### config.mk
export PLATFORM = sky130hd
export DESIGN_NAME = modem_hs_unit
export DESIGN_NICKNAME = d
export VERILOG_FILES = /design/src/rtl/mhs_pkg.sv /design/src/rtl/mhs_sync.sv /design/src/rtl/mhs_tracker.sv /design/src/rtl/mhs_regs.sv /design/src/rtl/modem_hs_unit.sv
export SDC_FILE = /design/constraint.sdc
export NUM_CORES = 1
export LEC_CHECK = 0
export BUFFER_PORTS_ARGS = -buffer_cell sky130_fd_sc_hd__clkbuf_2
export CAP_MARGIN = 20
export CORE_MARGIN = 4
export CORE_UTILIZATION = 44
export DETAILED_ROUTE_END_ITERATION = 7
export PLACE_DENSITY = 0.8
export SLEW_MARGIN = 20
export SYNTH_ARGS = -nofsm -noshare
export SYNTH_HDL_FRONTEND = slang
export SYNTH_HIERARCHICAL = 1
export SYNTH_SLANG_ARGS = --single-unit
### constraint.sdc
create_clock -name clk -period 1.1 [get_ports clk]
set_input_delay 0 -clock clk [delete_from_list [all_inputs] [get_ports clk]]
set_output_delay 0 -clock clk [all_outputs]
set_load 0.05 [all_outputs]
### src/rtl/mhs_pkg.sv
package mhs_pkg;
   localparam int NUM_LINES = 4;
   localparam int DATA_W    = 8;

   // status line index (bit position of the level in the status byte)
   typedef enum logic [1:0] {
      LN_CTS  = 2'd0,
      LN_DSR  = 2'd1,
      LN_RING = 2'd2,
      LN_DCD  = 2'd3
   } line_e;

   // control byte, bit 0 = terminal ready
   typedef struct packed {
      logic loop;
      logic aux2;
      logic aux1;
      logic rts;
      logic dtr;
   } ctrl_t;

   localparam int CTRL_W = $bits(ctrl_t);
endpackage

### src/rtl/mhs_sync.sv
module mhs_sync #(
   parameter int               STAGES  = 2,
   parameter int               WIDTH   = 4,
   parameter logic [WIDTH-1:0] RST_VAL = '1
) (
   input  logic             clk,
   input  logic             rst_n,
   input  logic [WIDTH-1:0] d,
   output logic [WIDTH-1:0] q
);
   if (STAGES < 2) begin : g_bad_stages
      $error("mhs_sync: STAGES must be at least 2");
   end
   if (WIDTH < 1) begin : g_bad_width
      $error("mhs_sync: WIDTH must be positive");
   end

   logic [WIDTH-1:0] stage_q [STAGES];

   always_ff @(posedge clk or negedge rst_n) begin
      if (!rst_n) begin
         for (int i = 0; i < STAGES; i++) stage_q[i] <= RST_VAL;
      end else begin
         stage_q[0] <= d;
         for (int i = 1; i < STAGES; i++) stage_q[i] <= stage_q[i-1];
      end
   end

   assign q = stage_q[STAGES-1];
endmodule

### src/rtl/mhs_tracker.sv
module mhs_tracker #(
   parameter int NUM_LINES  = 4,
   parameter int TRAIL_LINE = 2
) (
   input  logic                 clk,
   input  logic                 rst_n,
   input  logic [NUM_LINES-1:0] lvl,
   input  logic                 clr,
   output logic [NUM_LINES-1:0] flags
);
   if (TRAIL_LINE < 0 || TRAIL_LINE >= NUM_LINES) begin : g_bad_trail
      $error("mhs_tracker: TRAIL_LINE out of range");
   end

   logic [NUM_LINES-1:0] prev_q;
   logic [NUM_LINES-1:0] flag_q;
   logic [NUM_LINES-1:0] hit;

   for (genvar i = 0; i < NUM_LINES; i++) begin : g_line
      if (i == TRAIL_LINE) begin : g_trailing
         // level falls 1->0 when the active-low pin rises
         assign hit[i] = prev_q[i] & ~lvl[i];

         // ring flag rises only after a falling level
         a_r4_trailing_only: assert property (@(posedge clk) disable iff (!rst_n)
            $rose(flag_q[i]) |-> ($past(prev_q[i]) && !prev_q[i]));
      end else begin : g_any_edge
         assign hit[i] = prev_q[i] ^ lvl[i];
      end

      always_ff @(posedge clk or negedge rst_n) begin
         if (!rst_n) begin
            prev_q[i] <= 1'b0;
            flag_q[i] <= 1'b0;
         end else begin
            prev_q[i] <= lvl[i];
            flag_q[i] <= (flag_q[i] & ~clr) | hit[i];
         end
      end

      // a flag holds until a status read
      a_r3_flag_sticky: assert property (@(posedge clk) disable iff (!rst_n)
         (flag_q[i] && !clr) |=> flag_q[i]);
   end

   assign flags = flag_q;

   // a read with no new event leaves every flag clear
   a_r5_read_clears: assert property (@(posedge clk) disable iff (!rst_n)
      (clr && (hit == '0)) |=> (flag_q == '0));
endmodule

### src/rtl/mhs_regs.sv
module mhs_regs
   import mhs_pkg::*;
#(
   parameter int              ADDR_W    = 2,
   parameter logic [ADDR_W-1:0] CTRL_ADDR = 0,
   parameter logic [ADDR_W-1:0] STAT_ADDR = 1,
   parameter logic [ADDR_W-1:0] IE_ADDR   = 2
) (
   input  logic              clk,
   input  logic              rst_n,
   input  logic              reg_sel,
   input  logic              reg_wr,
   input  logic [ADDR_W-1:0] reg_addr,
   input  logic [DATA_W-1:0] reg_wdata,
   output logic [DATA_W-1:0] reg_rdata,
   input  logic [DATA_W-1:0] status,
   output ctrl_t             ctrl,
   output logic              irq_en,
   output logic              stat_rd
);
   if (CTRL_ADDR == STAT_ADDR || CTRL_ADDR == IE_ADDR || STAT_ADDR == IE_ADDR) begin : g_bad_map
      $error("mhs_regs: register addresses must differ");
   end
   if (CTRL_W > DATA_W) begin : g_bad_ctrl
      $error("mhs_regs: control byte wider than data bus");
   end

   localparam int PAD_W = DATA_W - CTRL_W;

   ctrl_t ctrl_q;
   logic  ie_q;
   logic  wr_ctrl, wr_ie;

   assign wr_ctrl = reg_sel & reg_wr & (reg_addr == CTRL_ADDR);
   assign wr_ie   = reg_sel & reg_wr & (reg_addr == IE_ADDR);
   assign stat_rd = reg_sel & ~reg_wr & (reg_addr == STAT_ADDR);

   always_ff @(posedge clk or negedge rst_n) begin
      if (!rst_n) begin
         ctrl_q <= '0;
         ie_q   <= 1'b0;
      end else begin
         if (wr_ctrl) ctrl_q <= ctrl_t'(reg_wdata[CTRL_W-1:0]);
         if (wr_ie)   ie_q   <= reg_wdata[0];
      end
   end

   always_comb begin
      reg_rdata = '0;
      if (reg_addr == CTRL_ADDR)      reg_rdata = {{PAD_W{1'b0}}, ctrl_q};
      else if (reg_addr == STAT_ADDR) reg_rdata = status;
      else if (reg_addr == IE_ADDR)   reg_rdata = {{(DATA_W-1){1'b0}}, ie_q};
   end

   assign ctrl   = ctrl_q;
   assign irq_en = ie_q;

   // a write to the status address touches no stored register
   a_r9_stat_write_ignored: assert property (@(posedge clk) disable iff (!rst_n)
      (reg_sel && reg_wr && reg_addr == STAT_ADDR) |=> ($stable(ctrl_q) && $stable(ie_q)));
endmodule

### src/rtl/modem_hs_unit.sv
module modem_hs_unit
   import mhs_pkg::*;
#(
   parameter int ADDR_W      = 2,
   parameter int SYNC_STAGES = 2
) (
   input  logic              clk,
   input  logic              rst_n,
   input  logic              reg_sel,
   input  logic              reg_wr,
   input  logic [ADDR_W-1:0] reg_addr,
   input  logic [7:0]        reg_wdata,
   output logic [7:0]        reg_rdata,
   input  logic              cts_n,
   input  logic              dsr_n,
   input  logic              ring_n,
   input  logic              dcd_n,
   output logic              dtr_n,
   output logic              rts_n,
   output logic              aux1_n,
   output logic              aux2_n,
   output logic              irq
);
   if (ADDR_W < 2) begin : g_bad_addr
      $error("modem_hs_unit: ADDR_W must be at least 2");
   end

   logic [NUM_LINES-1:0] pin_s;
   logic [NUM_LINES-1:0] lvl;
   logic [NUM_LINES-1:0] flags;
   logic [DATA_W-1:0]    status;
   ctrl_t                ctrl;
   logic                 irq_en;
   logic                 stat_rd;

   mhs_sync #(.STAGES(SYNC_STAGES), .WIDTH(NUM_LINES), .RST_VAL('1)) i_sync (
      .clk   (clk),
      .rst_n (rst_n),
      .d     ({dcd_n, ring_n, dsr_n, cts_n}),
      .q     (pin_s)
   );

   // level source: pins or looped-back control bits
   always_comb begin
      if (ctrl.loop) begin
         lvl[LN_CTS]  = ctrl.rts;
         lvl[LN_DSR]  = ctrl.dtr;
         lvl[LN_RING] = ctrl.aux1;
         lvl[LN_DCD]  = ctrl.aux2;
      end else begin
         lvl = ~pin_s;
      end
   end

   mhs_tracker #(.NUM_LINES(NUM_LINES), .TRAIL_LINE(int'(LN_RING))) i_track (
      .clk   (clk),
      .rst_n (rst_n),
      .lvl   (lvl),
      .clr   (stat_rd),
      .flags (flags)
   );

   assign status = {flags[LN_DCD], flags[LN_RING], flags[LN_DSR], flags[LN_CTS], lvl};

   mhs_regs #(.ADDR_W(ADDR_W)) i_regs (
      .clk       (clk),
      .rst_n     (rst_n),
      .reg_sel   (reg_sel),
      .reg_wr    (reg_wr),
      .reg_addr  (reg_addr),
      .reg_wdata (reg_wdata),
      .reg_rdata (reg_rdata),
      .status    (status),
      .ctrl      (ctrl),
      .irq_en    (irq_en),
      .stat_rd   (stat_rd)
   );

   assign dtr_n  = ctrl.loop | ~ctrl.dtr;
   assign rts_n  = ctrl.loop | ~ctrl.rts;
   assign aux1_n = ctrl.loop | ~ctrl.aux1;
   assign aux2_n = ctrl.loop | ~ctrl.aux2;
   assign irq    = irq_en & (|flags);

   // a request implies a stored flag
   a_r8_irq_needs_flag: assert property (@(posedge clk) disable iff (!rst_n)
      irq |-> (flags != '0));

   // the first cycle out of reset has no request
   a_r1_quiet_after_reset: assert property (@(posedge clk) disable iff (!rst_n)
      $rose(rst_n) |-> !irq);
endmodule

==> reports/results.ini <==
[status]
outcome = finished, violations left
violations = setup timing

[setup_path]
arrival_ns = 1.51
cp-end-kind = output port
startpoint_type = register
setup.worst_path.class = register to output port
path_max_fanout = 6
critPathRequiredTime_ns = 1.10

[yosys]
synth_ff_type = dfrtp_1
yosysTopAreaCell = dfrtp_1
synth_commonest_cells = dfrtp_1, dfstp_2, inv_1, mux2i_1, mux2_4
yosys_warnings = 6
yosysMostFrequentCell = dfrtp_1
synthCells = 78
synth-edff-count = 0
synth.distinct_cells = 23
synth_top_area_share_pct = 35.9
synth_fp_nets = 96
ys_top_cells_by_area = dfrtp_1, dfstp_2, mux2_4
ys_seq_area_share_pct = 57.4
ys_seq_elements = 22
syn_area_um2 = 977
syn_avg_cell_area_um2 = 12.5
async_flop_share_pct = 100

[timing]
worst_slack_ns = -0.407
period_share_pct = 137
max_freq_ghz = 0.664
tightest_slew_ns = 0.509
drv_slew = 0
hold_violations = 0
tns_ns = -3.55
rsz0062_at_grt = true
finalSetupViolCount = 16
period_minus_slack_ns = 1.51
hold_ws_ns = 0.0668
skew_ns = 0.0107
relSlewSlack_pct = 66.0

[power]
power_density_nw_per_um2 = 1720
irDropWorstVdd_mv = 1.27
leakage_nw = 0.784

[placed_design]
dp_hpwl_um = 1430
dp_slack_ns = -0.154
port_buffers = 27
gp_congestion = 0.758
place_area_um2 = 1300

[finish]
fin_area_um2 = 1690
diodes = 0
flow.area_growth_from_synthesis_pct = 73.1
drive_gt1_share_pct = 64.9
fin_nets = 153
fill_cells = 108

[die]
initial_core_util_pct = 47.9
ios = 31
dieArea_um2 = 3040
dieWidth_um = 55.1
die_h_um = 55.1
core_um2 = 2040
row_count = 16

[global_route]
grt_pass1_wl_um = 3710
overflow = 0
antenna_found_initial = 0
grt_pass1_vias = 814
grt_start_max_net_pins = 23
grt_usage_pct = 17.5

[cts]
cts_buffer_depth = 2
root_buffer = clkbuf_4
clk_latency_ns = 0.31
clk_pin_slew_ns = 0.12
cts_tree = yes
cts.sinks = 22
h-tree-depth = 1
numCtsBuffers = 3

[drt]
route.detailed.drc = 0
viasPerCell = 4.78
dr.pass1.iters = 4
routed-wl-met3_um = 93
ant_nets = 0
m1WireLength_um = 956
met2_wirelength_um = 1350
drtIter0Drc = 3
topRoutingLayerUsed = met4
finalWirelength_um = 2440
num_vias = 770
routedWlPerCell_um = 15.1

[job]
maxCapViolations = 0

[worst_hold_path]
hold_class = input port to register

==> cells by family after synthesis <==
logic type / after synthesis / share of synthesized area [%]
DFF: 22 / 57.4
and+or+nand+nor: 19 / 12.0
buffers and inverters: 13 / 7.55
muxes: 12 / 15.0
AOI/OAI and AO/OA: 9 / 5.38
xor gates and xnor gates: 3 / 2.69
==> path summary, 6_finish.rpt <==
check | startpoint | end | slack [ns] | cells past startpoint
max | i_regs/ctrl[4] | reg_rdata[3] | -0.41 | 5
min | reg_wr | i_regs/irq_en | 0.07 | 3
max reg2reg | i_regs/ctrl[4] | i_track/flags[3] | -0.23 | 6
min reg2reg | i_sync/stage_q[5] | i_sync/q[1] | 0.36 | 0
max in group asynchronous | rst_n | i_sync/q[1] | 0.55 | 2
min in group asynchronous | rst_n | i_track/flags[2] | 0.17 | 2
==> registers in the layout (all words and copies together) (netlist names) <==
| signal | cells |
|---|---|
| i_track/prev_q | 4 |
| i_track/flags | 4 |
| i_regs/irq_en | 1 |
| i_sync/stage_q | 4 |
| i_sync/q | 4 |
| i_regs/ctrl | 5 |
==> final cells by class <==
class	instances	area, um^2	area share [%]
repair buffers	59	568	33.6
flip-flops and latches	22	562	33.2
multi-input cells	43	479	28.3
well taps	27	33.8	2.00
clock buffers	4	26.3	1.55
inverters	6	22.5	1.33
==> worst max-delay path, cell delays in order, from the launching register on <==
cell and delay (ns):
dfrtp_2 0.48, buf_6 0.14, mux2i_4 0.17, mux2i_2 0.20
nor2_4 0.06, buf_12 0.14
==> placed cells by master (no fill, tap or decap), types with 5 or more instances in the layout <==
| cell type | instances |
|---|---|
| dlygate4sd3_1 | 10 |
| buf_4 | 14 |
| buf_8 | 6 |
| dfrtp_1 | 13 |
| inv_1 | 6 |
| dfstp_2 | 8 |
| mux2_4 | 5 |
| clkbuf_2 | 14 |
| buf_6 | 9 |
==> report_power, final <==
| part | switching (mW) | internal (mW) | total, mW |
|---|---|---|---|
| clock network | 0.234 | 0.141 | 0.375 |
| logic | 0.695 | 0.786 | 1.48 |
| registers | 0.111 | 0.945 | 1.06 |
| total | 1.04 | 1.87 | 2.91 |
==> timing repair <==
action,in CTS,in global routing
pin swaps,6,2
setup buffers,8,5
hold buffers,10,0
resized for setup,27,21
setup endpoints to repair,14,18
endpoints found under the hold margin,27,0
==> per-layer routing <==
| layer | up-vias | track usage [%] |
|---|---|---|
| li1 | 368 | - |
| met1 | 377 | 19.7 |
| met2 | 21 | 33.1 |
| met3 | 4 | 3.75 |
| met4 | 0 | 4.86 |
| met5 | - | 0 |
==> stage by stage <==
step           instances  util [%]  total power, mW
2_1_floorplan         78         -             1.75
3_3_place_gp         135      63.6             2.05
3_5_place_dp         135      63.6             2.07
4_1_cts              157      78.6             2.74
5_1_grt              161      82.8             3.05
6_report             161      82.8             2.91
Note: power is estimated with default switching activity, not from simulation.
